$ cat src/rtl/nsh_pkg.sv
package nsh_pkg;

    typedef enum logic [1:0] {
        KIND_LOGIC = 2'd0,
        KIND_ARITH = 2'd1,
        KIND_ROT   = 2'd2
    } shift_kind_e;

    function automatic shift_kind_e classify(input logic rot, input logic arith);
        if (rot)
            return KIND_ROT;
        else if (arith)
            return KIND_ARITH;
        else
            return KIND_LOGIC;
    endfunction

endpackage

$ cat src/rtl/nsh_mux2.sv
module nsh_mux2 (
    input  logic a,
    input  logic b,
    input  logic s,
    output logic y
);
    assign y = s ? b : a;
endmodule

$ cat src/rtl/nsh_column_build.sv
module nsh_column_build
    import nsh_pkg::*;
#(
    parameter int WIDTH = 4
) (
    input  logic [WIDTH-1:0]                               data,
    output logic [WIDTH-1:0][(1 << (3 + $clog2(WIDTH)))-1:0] column
);
    localparam int AMT_W   = $clog2(WIDTH);
    localparam int CTRL_W  = 3 + AMT_W;
    localparam int ENTRIES = 1 << CTRL_W;

    always_comb begin
        for (int j = 0; j < WIDTH; j++) begin
            for (int c = 0; c < ENTRIES; c++) begin
                logic [CTRL_W-1:0] code;
                logic              left;
                shift_kind_e       kind;
                int                amt;
                int                src;
                code = CTRL_W'(c);
                left = code[CTRL_W-1];
                kind = classify(code[CTRL_W-2], code[CTRL_W-3]);
                amt  = int'(code[AMT_W-1:0]);
                src  = left ? (j - amt) : (j + amt);
                if (kind == KIND_ROT) begin
                    src = (src + WIDTH) % WIDTH;
                    column[j][c] = data[AMT_W'(src)];
                end else if (left && kind == KIND_ARITH && j == WIDTH - 1) begin
                    column[j][c] = data[WIDTH-1];
                end else if (src >= 0 && src < WIDTH) begin
                    column[j][c] = data[AMT_W'(src)];
                end else begin
                    column[j][c] = (!left && kind == KIND_ARITH) ? data[WIDTH-1] : 1'b0;
                end
            end
        end
    end
endmodule

$ cat src/rtl/nsh_mux_tree.sv
module nsh_mux_tree #(
    parameter int SEL_W = 5
) (
    input  logic [(1 << SEL_W)-1:0] leaves,
    input  logic [SEL_W-1:0]        sel,
    output logic                    y
);
    localparam int N = 1 << SEL_W;

    for (genvar l = 0; l <= SEL_W; l++) begin : g_lvl
        localparam int CNT = N >> l;
        logic [CNT-1:0] node;
        if (l == 0) begin : g_leaf
            assign node = leaves;
        end else begin : g_red
            for (genvar k = 0; k < CNT; k++) begin : g_cell
                nsh_mux2 u_cell (
                    .a (g_lvl[l-1].node[k]),
                    .b (g_lvl[l-1].node[k+CNT]),
                    .s (sel[SEL_W-l]),
                    .y (node[k])
                );
            end
        end
    end

    assign y = g_lvl[SEL_W].node[0];
endmodule

$ cat src/rtl/nibble_shifter.sv
module nibble_shifter #(
    parameter int WIDTH   = 4,
    parameter bit OUT_REG = 1'b1
) (
    input  logic                     clk,
    input  logic                     rst,
    input  logic                     in_valid,
    input  logic [WIDTH-1:0]         data_in,
    input  logic                     dir_left,
    input  logic                     op_rotate,
    input  logic                     op_arith,
    input  logic [$clog2(WIDTH)-1:0] amount,
    output logic [WIDTH-1:0]         data_out,
    output logic                     out_valid
);
    localparam int AMT_W   = $clog2(WIDTH);
    localparam int CTRL_W  = 3 + AMT_W;
    localparam int ENTRIES = 1 << CTRL_W;

    typedef struct packed {
        logic [WIDTH-1:0] word;
        logic             valid;
    } out_state_t;

    logic [WIDTH-1:0][ENTRIES-1:0] column;
    logic [CTRL_W-1:0]             code;
    logic [WIDTH-1:0]              result;
    out_state_t                    st_d, st_q;

    assign code = {dir_left, op_rotate, op_arith, amount};

    nsh_column_build #(.WIDTH(WIDTH)) u_cols (
        .data   (data_in),
        .column (column)
    );

    for (genvar j = 0; j < WIDTH; j++) begin : g_bit
        nsh_mux_tree #(.SEL_W(CTRL_W)) u_tree (
            .leaves (column[j]),
            .sel    (code),
            .y      (result[j])
        );
    end

    always_comb begin
        st_d.word  = result;
        st_d.valid = in_valid;
    end

    if (OUT_REG) begin : g_reg
        always_ff @(posedge clk) begin
            if (rst)
                st_q <= '0;
            else
                st_q <= st_d;
        end
    end else begin : g_comb
        assign st_q = st_d;
    end

    assign data_out  = st_q.word;
    assign out_valid = st_q.valid;
endmodule

$ cat config.mk
export PLATFORM = sky130hd
export DESIGN_NAME = nibble_shifter
export DESIGN_NICKNAME = d
export VERILOG_FILES = /design/src/rtl/nsh_pkg.sv /design/src/rtl/nsh_mux2.sv /design/src/rtl/nsh_column_build.sv /design/src/rtl/nsh_mux_tree.sv /design/src/rtl/nibble_shifter.sv
export SDC_FILE = /design/constraint.sdc
export NUM_CORES = 1
export LEC_CHECK = 0
export BUFFER_PORTS_ARGS = -buffer_cell sky130_fd_sc_hd__buf_2
export CAP_MARGIN = 10
export CORE_AREA = 2 2 39 41
export CTS_BUF_LIST = sky130_fd_sc_hd__clkbuf_16
export DETAILED_ROUTE_END_ITERATION = 12
export DIE_AREA = 0 0 41 43
export GPL_ROUTABILITY_DRIVEN = 0
export GPL_TIMING_DRIVEN = 0
export PLACE_DENSITY = 0.48
export SYNTH_ARGS = -nofsm -noshare
export SYNTH_HDL_FRONTEND = slang
export SYNTH_SLANG_ARGS = --single-unit
$ cat constraint.sdc
create_clock -name clk -period 2.4 [get_ports clk]
set_clock_uncertainty 0.1 [all_clocks]
set_input_delay 0.24 -clock clk [delete_from_list [all_inputs] [get_ports clk]]
set_output_delay 0.24 -clock clk [all_outputs]
set_load 0.02 [all_outputs]
==> results.txt <==
Drt wl/cell: 10.3 um
# hold bufs at CTS: 0
Setup CP Type: input port to flip-flop
Port bufs: 12
Peak Freq: 903 MHz
DIE WIDTH: 41 um
Largest net degree at the start of global routing: 11
Top cell type's share of synthesized area: 0.332
First-pass iteration count of the detailed router: 4
Cell Area, Synth: 302 um^2
Detailed Route Iter0 Violations: 12
Max Cap Violations: 0
CTS Buffer Depth: 2
CTS tree: built
TritonCTS Buffers: 3
Cts repair resizes: 0
Met2 GRT Util: 0.141
Core footprint: 1380 um^2
Final Cycle Share: 0.461
Commonest non-fill, non-tap cell in the layout: buf_2
Syn avg cell area: 7.73 um^2
Lkg Pwr: 0.205 nW
Crit-path slowest cell: a2111oi_0
Final hold viol count: 0
Worst slew pin tran: 0.467 ns
Hold Crit Class: input port to flip-flop
Htree depth: 1
Num rows: 14
Worst Setup End Kind: flip-flop
Initial antenna violation count: 0
DP Wirelength: 514 um
Share of cells above drive strength 1: 0.364
Largest area contributor in the netlist: dfxtp_1
Vias: 335
Worst hold path depth: 2
Final Core Density: 0.333
Vias in the first global route: 315
Critical path fanouts, max: 6
Most Crowded Layer GR: met2
Met3 Use GR: 0.0576
Most frequent cells in the layout: buf_2 (13), nor2_1 (6), a21oi_1 (5), dfxtp_1 (5), nand2_1 (4)
Max-slew violations: 0
CP startpoint kind: input port
I/O Pins: 17
Met1 Track Usage GR: 0.130
DRC violations left: 0
Data required time at the worst endpoint: 2.39 ns
Worst EP arrival: 1.10 ns
Final WL: 734 um
Die H: 43 um
Sequential area share after synthesis: 0.332
# nets final: 68
Final TNS setup: 0 ns
Syn_nets: 51
Initial Util: 0.218
FILL cells: 154
Outcome: finished, final reports clean
Slew headroom: 0.681
Leading post-synthesis cells by cell area: dfxtp_1 (33%), a21oi_1 (8.3%), buf_6 (7.5%)
P per Cell Area: 887 nW/um^2
First-pass GRT wire length: 1290 um
Final setup fails: 0
Cells after synthesis: 39
Final min period: 1.11 ns
RSZ-0062 raised after global routing: no
Root Driver: clkbuf_16
Die area: 1760 um^2
Hold endpoint: out_valid
Worst stage delay on the critical path: 0.50 ns
Synth Warn #: 0
Layout Area Growth over Synthesis: 52.7%
Clock sinks: 5
Critical Path, Cell by Cell: buf_2 -> nand3_1 -> o21ai_0 -> a2111oi_0 -> a311oi_1
# diodes: 0
Tot GR Track Use: 0.115
Post-CTS Setup Bufs: 0
Peak supply drop: 0.193 mV
Seq cells post-synth: 5
Post-route ant nets: 0
Yosys cell types: 20
Gr ovfl total: 0
Hold Crit Start: in_valid
Worst-path clk slew: 0.03 ns
Via density: 4.72
## cell type report
class                   instances  area [um^2]  share of cell area
multi-input cells              30          170               0.370
well taps                      16         20.0              0.0435
flip-flops and latches          5          100               0.217
repair buffers                 12         60.1               0.130
inverters                       1         3.75             0.00815
clock inverters                 1         3.75             0.00815
clock buffers                   3         75.1               0.163
plain buffers                   3         27.5              0.0598
## cells by family (layout without fill, tap and decap cells)
family,after synthesis,count (layout),share of synthesized area
flip-flops,5,5,0.332
AND/OR/NAND/NOR,18,18,0.299
multiplexers,1,1,0.0373
AO/OA/AOI/OAI,11,11,0.228
buffers and inverters,4,20,0.104
## layer usage
| metal | vias to the layer above | share of wire |
|---|---|---|
| li1 | 170 | - |
| met1 | 144 | 0.42 |
| met2 | 16 | 0.43 |
| met3 | 5 | 0.095 |
| met4 | 0 | 0.052 |
| met5 | - | 0 |
## where the power goes
part,internal (mW),switching [mW],total [mW]
Sequential,0.0890,0.000869,0.0899
Clock,0.216,0.0530,0.269
Combinational,0.0214,0.0284,0.0499
## synth_stat cells
| master | instances |
|---|---|
| nand3_1 | 2 |
| nor2_2 | 1 |
| nand4b_1 | 1 |
| nor2_1 | 6 |
| nor2b_1 | 1 |
| nand2_1 | 4 |
| nor4bb_1 | 1 |
| a311oi_1 | 1 |
| buf_2 | 1 |
| a32oi_1 | 1 |
| dfxtp_1 | 5 |
| nor3_1 | 1 |
| o211ai_1 | 1 |
| a2111oi_0 | 1 |
| buf_6 | 2 |
| a21oi_1 | 5 |
| nand2b_1 | 1 |
| o21ai_0 | 2 |
| inv_1 | 1 |
| mux2_2 | 1 |
## flip-flops by register name, indices dropped and copies added (netlist names)
| register | flops |
|---|---|
| data_out | 4 |
| out_valid | 1 |
## worst max-delay path: cells and delay by family
family / cells / cell delay [ns]
buf+inv: 1 / 0.13
compound gates: 3 / 0.66
simple gates: 1 / 0.08
## metrics by stage
step	cells	worst slack, ns	total power [mW]	area [um^2]	hold WS, ns
global placement	67	1.10	0.141	382	0.351
detailed placement	67	1.11	0.141	382	0.354
finish	71	1.29	0.408	460	0.121
floorplan	39	1.26	0.123	302	0.209
CTS	71	1.32	0.414	460	0.121
global route	71	1.19	0.430	460	0.130
## worst max path at each step
stage	start	end	slack (ns)	cells after the start
after floorplan	amount[1]	data_out[3]	1.26	5
after global placement	data_in[1]	data_out[3]	1.10	5
after detailed placement	data_in[1]	data_out[3]	1.11	5
after CTS	data_in[1]	data_out[3]	1.32	5
after global routing	data_in[1]	data_out[3]	1.19	5
final	data_in[1]	data_out[3]	1.29	5
No activity file was read; power rests on OpenSTA's default activity.
